$ cat config.mk
export PLATFORM = sky130hd
export DESIGN_NAME = adc_acq_ctrl
export DESIGN_NICKNAME = d
export VERILOG_FILES = /design/src/rtl/adc_acq_pkg.sv /design/src/rtl/adc_busy_sync.sv /design/src/rtl/adc_res_out.sv /design/src/rtl/adc_acq_ctrl.sv
export SDC_FILE = /design/constraint.sdc
export NUM_CORES = 1
export LEC_CHECK = 0
export ABC_AREA = 0
export BUFFER_PORTS_ARGS = -buffer_cell sky130_fd_sc_hd__buf_4
export CORE_MARGIN = 3
export CORE_UTILIZATION = 52
export CTS_BUF_LIST = sky130_fd_sc_hd__clkbuf_4
export DETAILED_ROUTE_END_ITERATION = 12
export GPL_ROUTABILITY_DRIVEN = 0
export PLACE_DENSITY_LB_ADDON = 0.25
export REMOVE_ABC_BUFFERS = 1
export SLEW_MARGIN = 15
export SYNTH_ARGS = -nofsm -noshare
export SYNTH_HDL_FRONTEND = slang
export SYNTH_SLANG_ARGS = --single-unit
$ cat constraint.sdc
create_clock -name clk -period 2 [get_ports clk]
set_input_delay 0.1 -clock clk [delete_from_list [all_inputs] [get_ports clk]]
set_output_delay 0.1 -clock clk [all_outputs]
set_load 0.1 [all_outputs]
$ cat src/rtl/adc_acq_pkg.sv
package adc_acq_pkg;

   typedef enum logic [2:0] {
      ST_INIT,
      ST_RST_LO,
      ST_RST_HI,
      ST_CONV,
      ST_WAIT,
      ST_RD_HI,
      ST_RD_LO,
      ST_GAP
   } acq_st_e;

   // Minimum delay in picoseconds, rounded up to whole clock cycles.
   function automatic int unsigned ps_to_cyc(input int unsigned t_ps, input int unsigned clk_ps);
      return (t_ps + clk_ps - 1) / clk_ps;
   endfunction

   // Pin levels per state: {cs_n, rc, byte_sel}.
   function automatic logic [2:0] pins_of(input acq_st_e s);
      logic [2:0] p;
      unique case (s)
         ST_RST_LO, ST_CONV: p = 3'b000;
         ST_RD_HI:           p = 3'b010;
         ST_RD_LO:           p = 3'b011;
         default:            p = 3'b110;
      endcase
      return p;
   endfunction

endpackage

$ cat src/rtl/adc_busy_sync.sv
module adc_busy_sync #(
   parameter int unsigned STAGES = 2
) (
   input  logic clk,
   input  logic rst_n,
   input  logic async_in,
   output logic sync_out,
   output logic rise
);

   if (STAGES < 2) begin : g_chk_stages
      $error("adc_busy_sync: STAGES must be at least 2");
   end

   logic [STAGES-1:0] chain_q;
   logic              last_q;

   always_ff @(posedge clk or negedge rst_n) begin
      if (!rst_n) begin
         chain_q <= '1;
         last_q  <= 1'b1;
      end else begin
         chain_q <= {chain_q[STAGES-2:0], async_in};
         last_q  <= chain_q[STAGES-1];
      end
   end

   assign sync_out = chain_q[STAGES-1];
   assign rise     = chain_q[STAGES-1] & ~last_q;

endmodule

$ cat src/rtl/adc_res_out.sv
module adc_res_out #(
   parameter int unsigned W = 16
) (
   input  logic         clk,
   input  logic         rst_n,
   input  logic         load,
   input  logic [W-1:0] word,
   input  logic         ready,
   output logic         valid,
   output logic [W-1:0] data,
   output logic         overrun
);

   always_ff @(posedge clk or negedge rst_n) begin
      if (!rst_n) begin
         valid   <= 1'b0;
         data    <= '0;
         overrun <= 1'b0;
      end else begin
         overrun <= load & valid & ~ready;
         if (load) begin
            data  <= word;
            valid <= 1'b1;
         end else if (ready) begin
            valid <= 1'b0;
         end
      end
   end

   // a pending result is held until taken
   a_r7_hold_stable : assert property (@(posedge clk) disable iff (!rst_n)
      (valid && !ready && !load) |=> (valid && $stable(data)));

   // the loss flag only accompanies a pending replacement
   a_r8_flag_with_valid : assert property (@(posedge clk) disable iff (!rst_n)
      overrun |-> valid);

endmodule

$ cat src/rtl/adc_acq_ctrl.sv
module adc_acq_ctrl
   import adc_acq_pkg::*;
#(
   parameter int unsigned BUS_W       = 16,
   parameter int unsigned CLK_PS      = 4000,
   parameter int unsigned PERIOD_PS   = 4_000_000,
   parameter int unsigned TMO_PS      = 3_000_000,
   parameter int unsigned SYNC_STAGES = 2
) (
   input  logic             clk,
   input  logic             rst_n,
   output logic             adc_cs_n,
   output logic             adc_rc,
   output logic             adc_byte_sel,
   input  logic             adc_busy,
   input  logic [BUS_W-1:0] adc_bus,
   output logic [15:0]      res_data,
   output logic             res_valid,
   input  logic             res_ready,
   output logic             res_overrun,
   output logic             conv_timeout
);

   localparam int unsigned PULSE_CYC  = ps_to_cyc(40_000, CLK_PS);
   localparam int unsigned ACC_CYC    = ps_to_cyc(83_000, CLK_PS);
   localparam int unsigned BYTE_CYC   = ps_to_cyc(30_000, CLK_PS);
   localparam int unsigned CYCLE_CYC  = ps_to_cyc(4_000_000, CLK_PS);
   localparam int unsigned PERIOD_CYC = ps_to_cyc(PERIOD_PS, CLK_PS);
   localparam int unsigned TMO_CYC    = ps_to_cyc(TMO_PS, CLK_PS);
   localparam bit          BYTE_MODE  = (BUS_W == 8);
   localparam int unsigned CNT_TOP    = (CYCLE_CYC > TMO_CYC) ? CYCLE_CYC : TMO_CYC;
   localparam int unsigned CNT_W      = $clog2(CNT_TOP + 1);
   localparam int unsigned PER_W      = $clog2(PERIOD_CYC + 1);

   // Elaboration-time parameter checks
   if (BUS_W != 8 && BUS_W != 16) begin : g_chk_bus
      $error("adc_acq_ctrl: BUS_W must be 8 or 16");
   end
   if (PERIOD_CYC < CYCLE_CYC) begin : g_chk_period
      $error("adc_acq_ctrl: PERIOD_PS below the 4 us minimum cycle");
   end
   if (PULSE_CYC < 2 || PULSE_CYC * CLK_PS >= 1_000_000) begin : g_chk_pulse
      $error("adc_acq_ctrl: convert pulse must be 2 cycles or more and well under the busy-low time");
   end
   if (TMO_CYC < 2) begin : g_chk_tmo
      $error("adc_acq_ctrl: TMO_PS too small");
   end

   acq_st_e          st_q, st_d;
   logic [CNT_W-1:0] cnt_q;
   logic [PER_W-1:0] per_q;
   logic             busy_s, busy_rise;
   logic             cap_hi, cap_lo, tmo;
   logic             ld_res;
   logic [15:0]      res_word;

   adc_busy_sync #(.STAGES(SYNC_STAGES)) u_sync (
      .clk      (clk),
      .rst_n    (rst_n),
      .async_in (adc_busy),
      .sync_out (busy_s),
      .rise     (busy_rise)
   );

   always_comb begin
      st_d   = st_q;
      cap_hi = 1'b0;
      cap_lo = 1'b0;
      tmo    = 1'b0;
      unique case (st_q)
         ST_INIT:   st_d = ST_RST_LO;
         ST_RST_LO: if (cnt_q == CNT_W'(PULSE_CYC - 1)) st_d = ST_RST_HI;
         ST_RST_HI: if (cnt_q == CNT_W'(CYCLE_CYC - 1)) st_d = ST_CONV;
         ST_CONV:   if (cnt_q == CNT_W'(PULSE_CYC - 1)) st_d = ST_WAIT;
         ST_WAIT: begin
            if (busy_rise) begin
               st_d = ST_RD_HI;
            end else if (cnt_q == CNT_W'(TMO_CYC - 1)) begin
               tmo  = 1'b1;
               st_d = ST_RST_LO;
            end
         end
         ST_RD_HI: begin
            if (cnt_q == CNT_W'(ACC_CYC - 1)) begin
               cap_hi = 1'b1;
               st_d   = BYTE_MODE ? ST_RD_LO : ST_GAP;
            end
         end
         ST_RD_LO: begin
            if (cnt_q == CNT_W'(BYTE_CYC - 1)) begin
               cap_lo = 1'b1;
               st_d   = ST_GAP;
            end
         end
         ST_GAP:   if (per_q >= PER_W'(PERIOD_CYC - 1)) st_d = ST_CONV;
         default:  st_d = ST_INIT;
      endcase
   end

   always_ff @(posedge clk or negedge rst_n) begin
      if (!rst_n) begin
         st_q                              <= ST_INIT;
         cnt_q                             <= '0;
         per_q                             <= '0;
         {adc_cs_n, adc_rc, adc_byte_sel}  <= 3'b110;
         conv_timeout                      <= 1'b0;
      end else begin
         st_q                              <= st_d;
         {adc_cs_n, adc_rc, adc_byte_sel}  <= pins_of(st_d);
         conv_timeout                      <= tmo;
         if (st_d != st_q)
            cnt_q <= '0;
         else if (cnt_q != CNT_W'(CNT_TOP))
            cnt_q <= cnt_q + 1'b1;
         if (st_d == ST_CONV && st_q != ST_CONV)
            per_q <= '0;
         else if (per_q != PER_W'(PERIOD_CYC))
            per_q <= per_q + 1'b1;
      end
   end

   // Result assembly: whole word, or two bytes taken from the same pins
   if (BYTE_MODE) begin : g_byte
      logic [7:0] hi_q;
      always_ff @(posedge clk or negedge rst_n) begin
         if (!rst_n)      hi_q <= '0;
         else if (cap_hi) hi_q <= adc_bus[7:0];
      end
      assign res_word = {hi_q, adc_bus[7:0]};
   end else begin : g_word
      assign res_word = adc_bus[15:0];
   end

   assign ld_res = BYTE_MODE ? cap_lo : cap_hi;

   adc_res_out #(.W(16)) u_out (
      .clk     (clk),
      .rst_n   (rst_n),
      .load    (ld_res),
      .word    (res_word),
      .ready   (res_ready),
      .valid   (res_valid),
      .data    (res_data),
      .overrun (res_overrun)
   );

   // bus only opened while the converter reports idle
   a_r4_no_read_busy : assert property (@(posedge clk) disable iff (!rst_n)
      (!adc_cs_n && adc_rc) |-> busy_s);

   // a convert pulse is never a single cycle
   a_r2_pulse_min : assert property (@(posedge clk) disable iff (!rst_n)
      $fell(adc_rc) |=> !adc_rc);

   // byte select only moves during an open read
   a_r6_byte_in_read : assert property (@(posedge clk) disable iff (!rst_n)
      adc_byte_sel |-> (!adc_cs_n && adc_rc));

   // timeout coincides with the start of the reset pulse
   a_r9_tmo_reset : assert property (@(posedge clk) disable iff (!rst_n)
      conv_timeout |-> (!adc_rc && !adc_cs_n));

endmodule

==> metrics.csv, run 1 <==
stage;metric;value;unit
worst_setup_path;critical-path cell list;or4_4 > or4_4 > buf_4 > o21ai_4 > buf_12 > a21oi_2;
drt;DRC violations left;0;
drt;DR iter-0 viols;121;
layout;final core utilization;79.2;%
clock_network;CTS tree;done;
worst_setup_path;crit path DAT;2490;ps
layout;Final nets;316;
synth;post-synthesis cell area;0.00231;mm2
worst_setup_path;Setup crit start kind;flip-flop;
sta;FMAX;446;MHz
floorplan;Die X;72.6;um
layout;area grow syn2layout;42.1;%
outcome;status;finished with violations;
synth;Synthesis Warnings;0;
floorplan;overall die height;72.6;um
pwr;Peak VDD IR;0.000402;V
sta;final setup TNS;-6960;ps
clock_network;CTS Sinks;48;
worst_setup_path;Critical-path top delay cell;or4_4;
synth;register area share after synthesis;52.3;%
clock_network;Clock Latency Late Sink;370;ps
pwr;Flop pwr share;59.2;%
placed_design;DP Area;0.00286;mm2
clock_network;clk buf depth;2;
placed_design;DP Wirelength;3360;um
pwr;Net Sw Power;363;uW
floorplan;Rows;23;
drt;DR WL/cell;17.4;um
drt;vias per cell;5.48;
layout;most common cell after layout, fill and taps aside;buf_4;
pwr;switching share of power;22.0;%
worst_setup_path;crit-path max cell delay;610;ps
global_route;GR Util met2;41.3;%
synth;Distinct cells, synth;39;
global_route;initial antenna violation count;0;
drt;total iterations of the first detailed-routing run;4;
global_route;met3 usage;4.96;%
global_route;busiest grt layer;met2;
flow_run;Max-Cap Viols;0;
worst_setup_path;reg2reg setup slack;-240;ps
sta;RSZ-0062 raised after global routing;true;
drt;total routed wirelength;5940;um
synth;Syn Area/Cell;11.5;um2
sta;Worst Clk Skew;20.6;ps
pwr;Comb power frac;4.9;%
floorplan;starting density of the core;55.7;%
drt;DRT antenna net count;0;
synth;top cell type by total area after synthesis;dfrtp_1;
pwr;PD cells;503;mW/mm2
worst_setup_path;critical-path maximum fanout;10;
sta;slew margin rel.;60.3;%
sta;worst-margin pin slew;596;ps
global_route;Global Route Usage Sum;23.7;%
worst_setup_path;CP Capture Type;flip-flop;
pwr;internal power;1290;uW
placed_design;Buffers on Ports;41;
floorplan;die outline area;0.00528;mm2
layout;layout cells sized above 1;42.1;%
worst_setup_path;Top cell by count, worst path;or4_4;
layout;design area;0.00328;mm2
layout;Antenna Diode Count;0;
sta;minimum clock period;2240;ps
pwr;Static Leakage;0.00155;uW
sta;final worst-path cycle share;112;%
floorplan;core area;0.00414;mm2
sta;final hold vios;0;
synth;main area contributors after synthesis;dfrtp_1 (47%), mux2_2 (7.8%), dfstp_2 (5.7%), xor2_1 (4.6%), a21oi_2 (3.8%);
outcome;violated checks;setup timing;
hold_path;type of the most critical hold path;input pin to asynchronous set/reset pin;
sta;Slew Limit Fails;0;
drt;Vias;1875;
global_route;grt total ovfl;0;
worst_setup_path;Setup CP Type;flip-flop to flip-flop;
clock_network;Clock H-tree levels;2;
layout;most frequent cells in the layout;buf_4 (65), dfrtp_1 (43), dlygate4sd3_1 (19);
global_route;first-pass GRT wire length;9450;um
clock_network;CTS Buf Count;5;
floorplan;I/O Pins;42;
synth;post-synthesis register bit count;48;
global_route;M1 GR Usage;29.5;%
synth;Syn Inst Count;200;
placed_design;pre-CTS WS;-284;ps
worst_setup_path;Req. time, crit path;2250;ps
clock_network;Clock Root Buffer;clkbuf_4;
pwr;Clock Power Share;35.9;%
clock_network;clock-pin slew on the worst setup and hold paths;160;ps
synth;Yosys top cell area share;46.6;%
layout;fillers;244;
pwr;total power;1650;uW
sta;final worst slack;-243;ps
sta;final setup vio count;41;
global_route;pin count of the biggest net entering global routing;49;
global_route;vias in the first global route;1940;
[power by group through the flow]
stage / Clock, uW / Sequential [uW] / Combinational (uW)
finish: 592 / 977 / 80.6
global route: 649 / 978 / 88.3
CTS: 584 / 977 / 77.6
detailed placement: 0 / 995 / 48.1
global placement: 0 / 995 / 47.6
floorplan: 0 / 995 / 1.70
[logic make-up (layout without fill, tap and decap cells)]
group | Yosys count | after routing | share of synthesized area [%]
flops | 48 | 48 | 52.3
xor+xnor | 19 | 19 | 7.20
buf+inv | 15 | 107 | 3.09
mux | 18 | 18 | 8.67
fa+ha+maj | 5 | 5 | 2.71
compound gates | 35 | 35 | 11.6
simple gates | 60 | 60 | 14.4
[registers in the layout (all words and copies together) (netlist names)]
name	count
u_out.data	16
cnt_q	10
per_q	10
st_q	3
u_sync.chain_q	2
adc_byte_sel	1
adc_cs_n	1
adc_rc	1
conv_timeout	1
u_out.overrun	1
u_out.valid	1
u_sync.last_q	1
[layer usage]
layer,routed length [um],vias up
li1,-,883
met1,2440,917
met2,3050,56
met3,264,19
met4,189,0
met5,0,-
[final cells by class]
type	count	area, um2	area share, %
clock inverters	3	42.5	1.30
repair buffers	91	774	23.6
multi-input cells	137	1130	34.3
flip-flops and latches	48	1210	36.8
well taps	50	62.6	1.91
clock buffers	5	37.5	1.14
inverters	8	30.0	0.915
[synthesized netlist by cell type]
| master | number |
|---|---|
| dfrtp_1 | 43 |
| mux2_2 | 16 |
| a21oi_1 | 14 |
| nand3_1 | 13 |
| xor2_1 | 12 |
| nand2_1 | 11 |
| a21oi_2 | 10 |
| nor2_1 | 9 |
| inv_1 | 7 |
| xnor2_1 | 7 |
| clkbuf_1 | 5 |
| dfstp_2 | 5 |
| ha_1 | 5 |
| and3_1 | 4 |
| nand2b_1 | 3 |
| nand4_1 | 3 |
| and2_1 | 2 |
| and4b_1 | 2 |
| buf_6 | 2 |
| mux2i_1 | 2 |
| nand3b_1 | 2 |
| nor2b_1 | 2 |
| nor3_1 | 2 |
| nor4_1 | 2 |
| o21ai_0 | 2 |
| or4_4 | 2 |
| a211o_1 | 1 |
| a21o_1 | 1 |
| a32o_1 | 1 |
| inv_2 | 1 |
| nand4b_1 | 1 |
| nor4bb_1 | 1 |
| o21ai_4 | 1 |
| o21ba_2 | 1 |
| o221ai_4 | 1 |
| o22ai_1 | 1 |
| o31a_1 | 1 |
| o31ai_1 | 1 |
| or2_2 | 1 |
[final timing paths]
check | cells after the start | to | start
setup / recovery | 6 | per_q[9]$_DFFE_PN0P_ | cnt_q[7]$_DFFE_PN0P_
hold / removal | 2 | u_out.data[10]$_DFFE_PN0P_ | rst_n
setup reg to reg | 6 | per_q[9]$_DFFE_PN0P_ | cnt_q[7]$_DFFE_PN0P_
hold reg to reg | 0 | u_sync.last_q$_DFF_PN1_ | u_sync.chain_q[1]$_DFF_PN1_
max in group asynchronous | 2 | cnt_q[3]$_DFFE_PN0P_ | rst_n
min in group clk | 0 | u_sync.last_q$_DFF_PN1_ | u_sync.chain_q[1]$_DFF_PN1_
[worst max-delay path: cells and delay by family, from the launching register on]
kind            cells  cell delay [ps]
buf+inv             2              330
flops               1              420
compound gates      2              210
simple gates        2             1160
[what timing repair did]
action | CTS | global route
pin swaps | 2 | 5
resized for setup | 6 | 22
buffers inserted | 1 | 2
gates cloned | 1 | 1
hold endpoints to repair | 61 | 0
hold buffers | 19 | 0
endpoints found under the setup margin | 39 | 40
[stage by stage]
stage | hold slack, ps | cells
after global placement | 143 | 310
after floorplan | -196 | 193
final | 260 | 342
after CTS | 281 | 339
after global routing | 290 | 342
after detailed placement | 143 | 310
Power figures use the tool's default switching activity.
==> run 2: changes to the inputs <==
--- a/config.mk
+++ b/config.mk
@@ -12,9 +12,11 @@
 export CTS_BUF_LIST = sky130_fd_sc_hd__clkbuf_4
 export DETAILED_ROUTE_END_ITERATION = 12
 export GPL_ROUTABILITY_DRIVEN = 0
+export GPL_TIMING_DRIVEN = 0
 export PLACE_DENSITY_LB_ADDON = 0.25
 export REMOVE_ABC_BUFFERS = 1
 export SLEW_MARGIN = 15
 export SYNTH_ARGS = -nofsm -noshare
 export SYNTH_HDL_FRONTEND = slang
+export SYNTH_HIERARCHICAL = 1
 export SYNTH_SLANG_ARGS = --single-unit
==> run 2 against run 1 <==
The run now ends clean; clock-buffer cell count rose by 1; fmax up 13%; clock power down 22%; design area up 1.9%; worst hold slack lost 240 ps; first-iteration DRC count shrank 21%.
==> metrics.csv, run 2 <==
stage;metric;value;unit
outcome;status;finished clean;
layout;most frequent cells in the layout;buf_4 (58), dfrtp_1 (37), dlygate4sd3_1 (18);
worst_setup_path;Setup CP Type;flip-flop to flip-flop;
floorplan;die outline area;0.00559;mm2
placed_design;DP Area;0.00277;mm2
floorplan;starting density of the core;55.0;%
sta;slew margin rel.;59.4;%
synth;Syn Inst Count;197;
sta;final worst slack;6.11;ps
layout;fillers;277;
floorplan;I/O Pins;42;
sta;FMAX;502;MHz
worst_setup_path;Top cell by count, worst path;buf_8;
sta;Slew Limit Fails;0;
pwr;total power;1520;uW
sta;Worst Clk Skew;18.5;ps
worst_setup_path;crit-path max cell delay;450;ps
layout;most common cell after layout, fill and taps aside;buf_4;
clock_network;CTS Sinks;48;
layout;Final nets;301;
sta;final worst-path cycle share;99.7;%
clock_network;Clock H-tree levels;2;
worst_setup_path;Req. time, crit path;2260;ps
global_route;grt total ovfl;0;
placed_design;DP Wirelength;3260;um
sta;final setup vio count;0;
placed_design;pre-CTS WS;-566;ps
clock_network;Clock Latency Late Sink;370;ps
sta;minimum clock period;1990;ps
hold_path;type of the most critical hold path;input pin to flip-flop;
sta;final hold vios;0;
pwr;Peak VDD IR;0.000367;V
synth;Synthesis Warnings;6;
floorplan;Rows;24;
clock_network;CTS tree;done;
synth;register area share after synthesis;49.1;%
floorplan;Die X;74.8;um
pwr;PD cells;455;mW/mm2
layout;Top Registers;u_out/data: 16 flops, cnt_q: 10 flops, per_q: 10 flops;
drt;DRT antenna net count;0;
synth;top-count cell post-synth;dfrtp_1;
clock_network;clock-pin slew on the worst setup and hold paths;140;ps
drt;total iterations of the first detailed-routing run;4;
clock_network;CTS Buf Count;5;
drt;DRC violations left;0;
worst_setup_path;crit path DAT;2260;ps
worst_setup_path;Setup crit start kind;flip-flop;
synth;Distinct cells, synth;51;
flow_run;Max-Cap Viols;0;
synth;main area contributors after synthesis;dfrtp_1 (44%), dfstp_2 (5.3%), mux2_4 (4.9%), nor4_2 (4.1%), mux2_2 (3.7%);
clock_network;clk buf depth;2;
worst_setup_path;CP Capture Type;flip-flop;
sta;RSZ-0062 raised after global routing;true;
global_route;initial antenna violation count;0;
layout;Antenna Diode Count;0;
synth;Syn Area/Cell;12.5;um2
synth;post-synthesis register bit count;48;
synth;Post-synth EDFFs;0;
layout;fin cells;329;
layout;Storage cell area;0.00121;mm2
synth;top cell type by total area after synthesis;dfrtp_1;
layout;design area;0.00335;mm2
worst_setup_path;Critical-path top delay cell;dfrtp_2;
layout;Largest Register;u_out/data;
drt;DR iter-0 viols;96;
layout;area grow syn2layout;36.0;%
layout;layout cells sized above 1;47.3;%
drt;total routed wirelength;5940;um
synth;most common library cells after synthesis;dfrtp_1 (43), xnor2_1 (10), a31oi_1 (9);
global_route;pin count of the biggest net entering global routing;49;
global_route;vias in the first global route;1931;
pwr;Static Leakage;0.00155;uW
clock_network;Clock Root Buffer;clkbuf_4;
worst_setup_path;critical-path maximum fanout;6;
synth;Synth async-reset ratio;100;%
floorplan;overall die height;74.8;um
global_route;first-pass GRT wire length;9250;um
synth;post-synthesis cell area;0.00246;mm2
sta;worst-margin pin slew;608;ps
worst_setup_path;critical-path cell list;nor4_4 > nand3b_4 > nor4b_4 > buf_6 > buf_8 > buf_8 > mux2_4;
synth;Yosys top cell area share;43.7;%
global_route;Global Route Usage Sum;22.2;%
placed_design;Cells after DPL;281;
drt;vias per cell;5.69;
layout;multi-input logic area;0.00128;mm2
placed_design;Buffers on Ports;41;
layout;max reg flops;16;
drt;DR WL/cell;18.0;um
floorplan;core area;0.00447;mm2
synth;main flop type after synthesis;dfrtp_1;
drt;Vias;1872;
run 2: cell types whose count changed after synthesis, moves of 4 or more:
cell	before	now
mux2_4	0	8
a21oi_1	14	1
xor2_1	12	8
buf_2	0	4
nand3_1	13	7
nand2_1	11	7
a21oi_2	10	0
and3_2	0	4
nor4_2	0	8
a31oi_1	0	9
mux2_2	16	8
run 2: routing by layer:
metal / GRT usage [%] / vias up / part of all wire, %
met2: 37.0 / 51 / 51
met4: 7.11 / 0 / 1.5
met5: 0 / - / 0
met1: 28.4 / 933 / 42
met3: 5.87 / 8 / 5.1
li1: - / 880 / -
run 2: through the flow:
| step | hold WS [ps] | setup TNS [ps] | util [%] |
|---|---|---|---|
| finish | 23.0 | 0 | 74.8 |
| global route | 7.05 | -1490 | 74.8 |
| CTS | 12.3 | 0 | 71.7 |
| detailed placement | 150 | -16340 | 62.0 |
| global placement | 150 | -34920 | 61.5 |
| floorplan | -196 | -16280 | - |
run 2: worst paths after layout:
kind                                                   from                     endpoint  slack (ps)  depth (start not counted)
worst max register to register         cnt_q[9]$_DFFE_PN0P_    u_out/data[2]$_DFFE_PN0P_           6                          7
worst min register to register  u_sync/chain_q[0]$_DFF_PN1_  u_sync/chain_q[1]$_DFF_PN1_         370                          0
max in group asynchronous                             rst_n         cnt_q[5]$_DFFE_PN0P_        1280                          2
worst min-delay path                              res_ready      u_out/valid$_DFFE_PN0P_          20                          3
worst max-delay path                   cnt_q[9]$_DFFE_PN0P_    u_out/data[2]$_DFFE_PN0P_           6                          7
min in group asynchronous                             rst_n         per_q[4]$_DFFE_PN0P_         260                          2
run 2: cell type report:
class | count | area share (%)
multi-input cells | 133 | 38.2
clock buffers | 6 | 1.35
flip-flops and latches | 48 | 36.3
well taps | 52 | 1.94
repair buffers | 82 | 21.2
inverters | 6 | 0.673
clock inverters | 2 | 0.374
run 2: worst max-delay path, delay by kind of cell (launching register included):
family	cells	cell delay [ps]
and+or+nand+nor	3	760
muxes	1	300
buffers and inverters	3	390
DFF	1	450
run 2: kinds of logic after synthesis:
family / Yosys count / synth area share (%)
and+or+nand+nor: 66 / 20.3
DFF: 48 / 49.1
AOI/OAI and AO/OA: 25 / 7.99
xor gates and xnor gates: 18 / 6.41
muxes: 18 / 9.36
buffers and inverters: 17 / 4.27
adders and majority gates: 5 / 2.54
run 2: where the power goes:
group / leakage (uW) / switching, uW / internal, uW / total [uW]
Sequential: 0.000612 / 1.85 / 976 / 978
Clock: 0.0000333 / 313 / 150 / 463
Combinational: 0.000909 / 32.0 / 48.4 / 80.4
run 2: repair_timing:
item / CTS / global route
cloned: 1 / 0
setup endpoints to repair: 42 / 38
buffers inserted: 15 / 6
pin swaps: 7 / 7
hold buffers: 18 / 0
hold endpoints to repair: 60 / 0
gates resized for setup: 12 / 22
==> run 3: changes to the inputs <==
--- a/config.mk
+++ b/config.mk
@@ -18,5 +18,4 @@
 export SLEW_MARGIN = 15
 export SYNTH_ARGS = -nofsm -noshare
 export SYNTH_HDL_FRONTEND = slang
-export SYNTH_HIERARCHICAL = 1
 export SYNTH_SLANG_ARGS = --single-unit
==> run 3 against run 2 <==
The run now ends with setup timing left; design area shrank 7.0%; setup slack worse by 150 ps; register-to-register slack lost 150 ps; clock skew decreased by 5.7 ps; via count decreased by 5.3%; final cell count fell by 0.91%; global-route usage is 2.2 points lower; non-clock buffer count decreased by 7; flip-flop and latch count unchanged; critical path depth fell by 2; wire length shrank 16%; die area down 5.6%; largest cell class is now sequential cells; highest routed layer unchanged.
==> metrics.csv, run 3 (synthesis results as in run 1) <==
stage;metric;value;unit
outcome;status;finished with violations;
outcome;violated checks;setup timing;
floorplan;overall die height;72.6;um
clock_network;CTS tree;done;
layout;Storage cell area;0.00121;mm2
sta;final hold vios;0;
sta;minimum clock period;2150;ps
layout;final core utilization;75.1;%
floorplan;Die X;72.6;um
clock_network;CTS Sinks;48;
layout;most frequent cells in the layout;buf_4 (51), dfrtp_1 (39), dlygate4sd3_1 (19);
drt;total routed wirelength;4970;um
floorplan;die outline area;0.00528;mm2
floorplan;core area;0.00414;mm2
clock_network;Clock Latency Late Sink;380;ps
hold_path;type of the most critical hold path;input pin to asynchronous set/reset pin;
sta;FMAX;466;MHz
global_route;grt total ovfl;0;
worst_setup_path;CP Capture Type;flip-flop;
sta;Slew Limit Fails;0;
layout;multi-input logic area;0.00107;mm2
floorplan;starting density of the core;55.7;%
worst_setup_path;Setup CP Type;flip-flop to flip-flop;
pwr;PD cells;531;mW/mm2
drt;total iterations of the first detailed-routing run;4;
layout;Antenna Diode Count;0;
pwr;Peak VDD IR;0.000521;V
drt;DRT antenna net count;0;
clock_network;clock-pin slew on the worst setup and hold paths;150;ps
layout;most common cell after layout, fill and taps aside;buf_4;
global_route;initial antenna violation count;0;
layout;Top Registers;u_out.data: 16 flops, cnt_q: 10 flops, per_q: 10 flops;
layout;Largest Register;u_out.data;
sta;final worst-path cycle share;107;%
layout;max reg flops;16;
layout;Final nets;300;
floorplan;Rows;23;
pwr;Static Leakage;0.00146;uW
floorplan;I/O Pins;42;
layout;fillers;283;
layout;layout cells sized above 1;39.9;%
sta;RSZ-0062 raised after global routing;true;
clock_network;Clock H-tree levels;2;
sta;Worst Clk Skew;12.8;ps
global_route;vias in the first global route;1776;
clock_network;Clock Root Buffer;clkbuf_4;
worst_setup_path;critical-path maximum fanout;11;
global_route;pin count of the biggest net entering global routing;49;
drt;vias per cell;5.44;
drt;Vias;1773;
placed_design;DP Wirelength;3020;um
global_route;Global Route Usage Sum;20.0;%
placed_design;Buffers on Ports;41;
flow_run;Max-Cap Viols;0;
layout;area grow syn2layout;34.8;%
sta;worst-margin pin slew;646;ps
clock_network;clk buf depth;2;
sta;slew margin rel.;56.6;%
pwr;total power;1650;uW
worst_setup_path;Req. time, crit path;2320;ps
worst_setup_path;crit path DAT;2470;ps
global_route;first-pass GRT wire length;8340;um
drt;DRC violations left;0;
drt;DR iter-0 viols;151;
sta;final setup vio count;23;
sta;final worst slack;-146;ps
worst_setup_path;Setup crit start kind;flip-flop;
clock_network;CTS Buf Count;5;
drt;DR WL/cell;15.2;um
[run 3: cell count changes in the layout (fill, tap and decap cells not counted), moves of 7 or more]
cell and change:
mux2_2 +13, buf_4 -7, a21oi_1 +12, a21oi_2 +10, mux2_4 -13, a31oi_1 -9
[run 3: final timing paths]
check                                                  from                     endpoint  slack (ps)  cells past startpoint
worst max-delay path                   cnt_q[7]$_DFFE_PN0P_         per_q[9]$_DFFE_PN0P_        -150                      5
worst max register to register         cnt_q[7]$_DFFE_PN0P_         per_q[9]$_DFFE_PN0P_        -150                      5
worst min register to register  u_sync.chain_q[0]$_DFF_PN1_  u_sync.chain_q[1]$_DFF_PN1_         370                      0
worst min-delay path                                  rst_n         per_q[8]$_DFFE_PN0P_         250                      2
max in group asynchronous                             rst_n         cnt_q[3]$_DFFE_PN0P_        1320                      2
min in group clk                u_sync.chain_q[0]$_DFF_PN1_  u_sync.chain_q[1]$_DFF_PN1_         370                      0
[run 3: cell type report]
cell class              instances  area share (%)
well taps                      50            2.01
clock inverters                 3            1.53
repair buffers                 75            21.1
inverters                       8           0.965
flip-flops and latches         48            38.9
multi-input cells             137            34.3
clock buffers                   5            1.21
[run 3: where the power goes]
group          total (uW)  switching [uW]  leakage, uW  internal, uW
Sequential            977           0.970     0.000615           976
Clock                 595             328    0.0000454           267
Combinational        79.3            31.1     0.000797          48.2
Total                1650             360      0.00146          1290
[run 3: critical path, cell delays in order (launching register included)]
cell      delay [ps]
dfrtp_1          410
or4_4            550
or4_4            600
o221ai_4         230
a21oi_4          120
a21oi_1          160
[run 3: metal layers]
metal  share of wire [%]  track usage, %  up-vias
met5                   0               0        -
met4                 1.1            6.35        0
met3                 6.1            5.37        9
met2                  51            33.2       51
met1                  42            25.6      864
li1                    -               -      849
[run 3: repair_timing]
item / in CTS / in global routing
resized for setup: 4 / 9
setup endpoints to repair: 35 / 39
hold buffers: 19 / 0
setup buffers: 10 / 2
pin swaps: 5 / 0
endpoints found under the hold margin: 62 / 0
gates cloned: 0 / 1
[run 3: metrics by stage]
step | hold slack, ps | setup slack [ps] | area, um2 | instances | setup TNS, ps
after floorplan | -196 | -1000 | 2270 | 193 | -35790
after global placement | 152 | -1900 | 2640 | 284 | -71090
after detailed placement | 153 | -330 | 2660 | 286 | -7950
after CTS | 271 | -139 | 3040 | 323 | -1810
after global routing | 289 | -232 | 3110 | 326 | -4150
final | 254 | -146 | 3110 | 326 | -2200
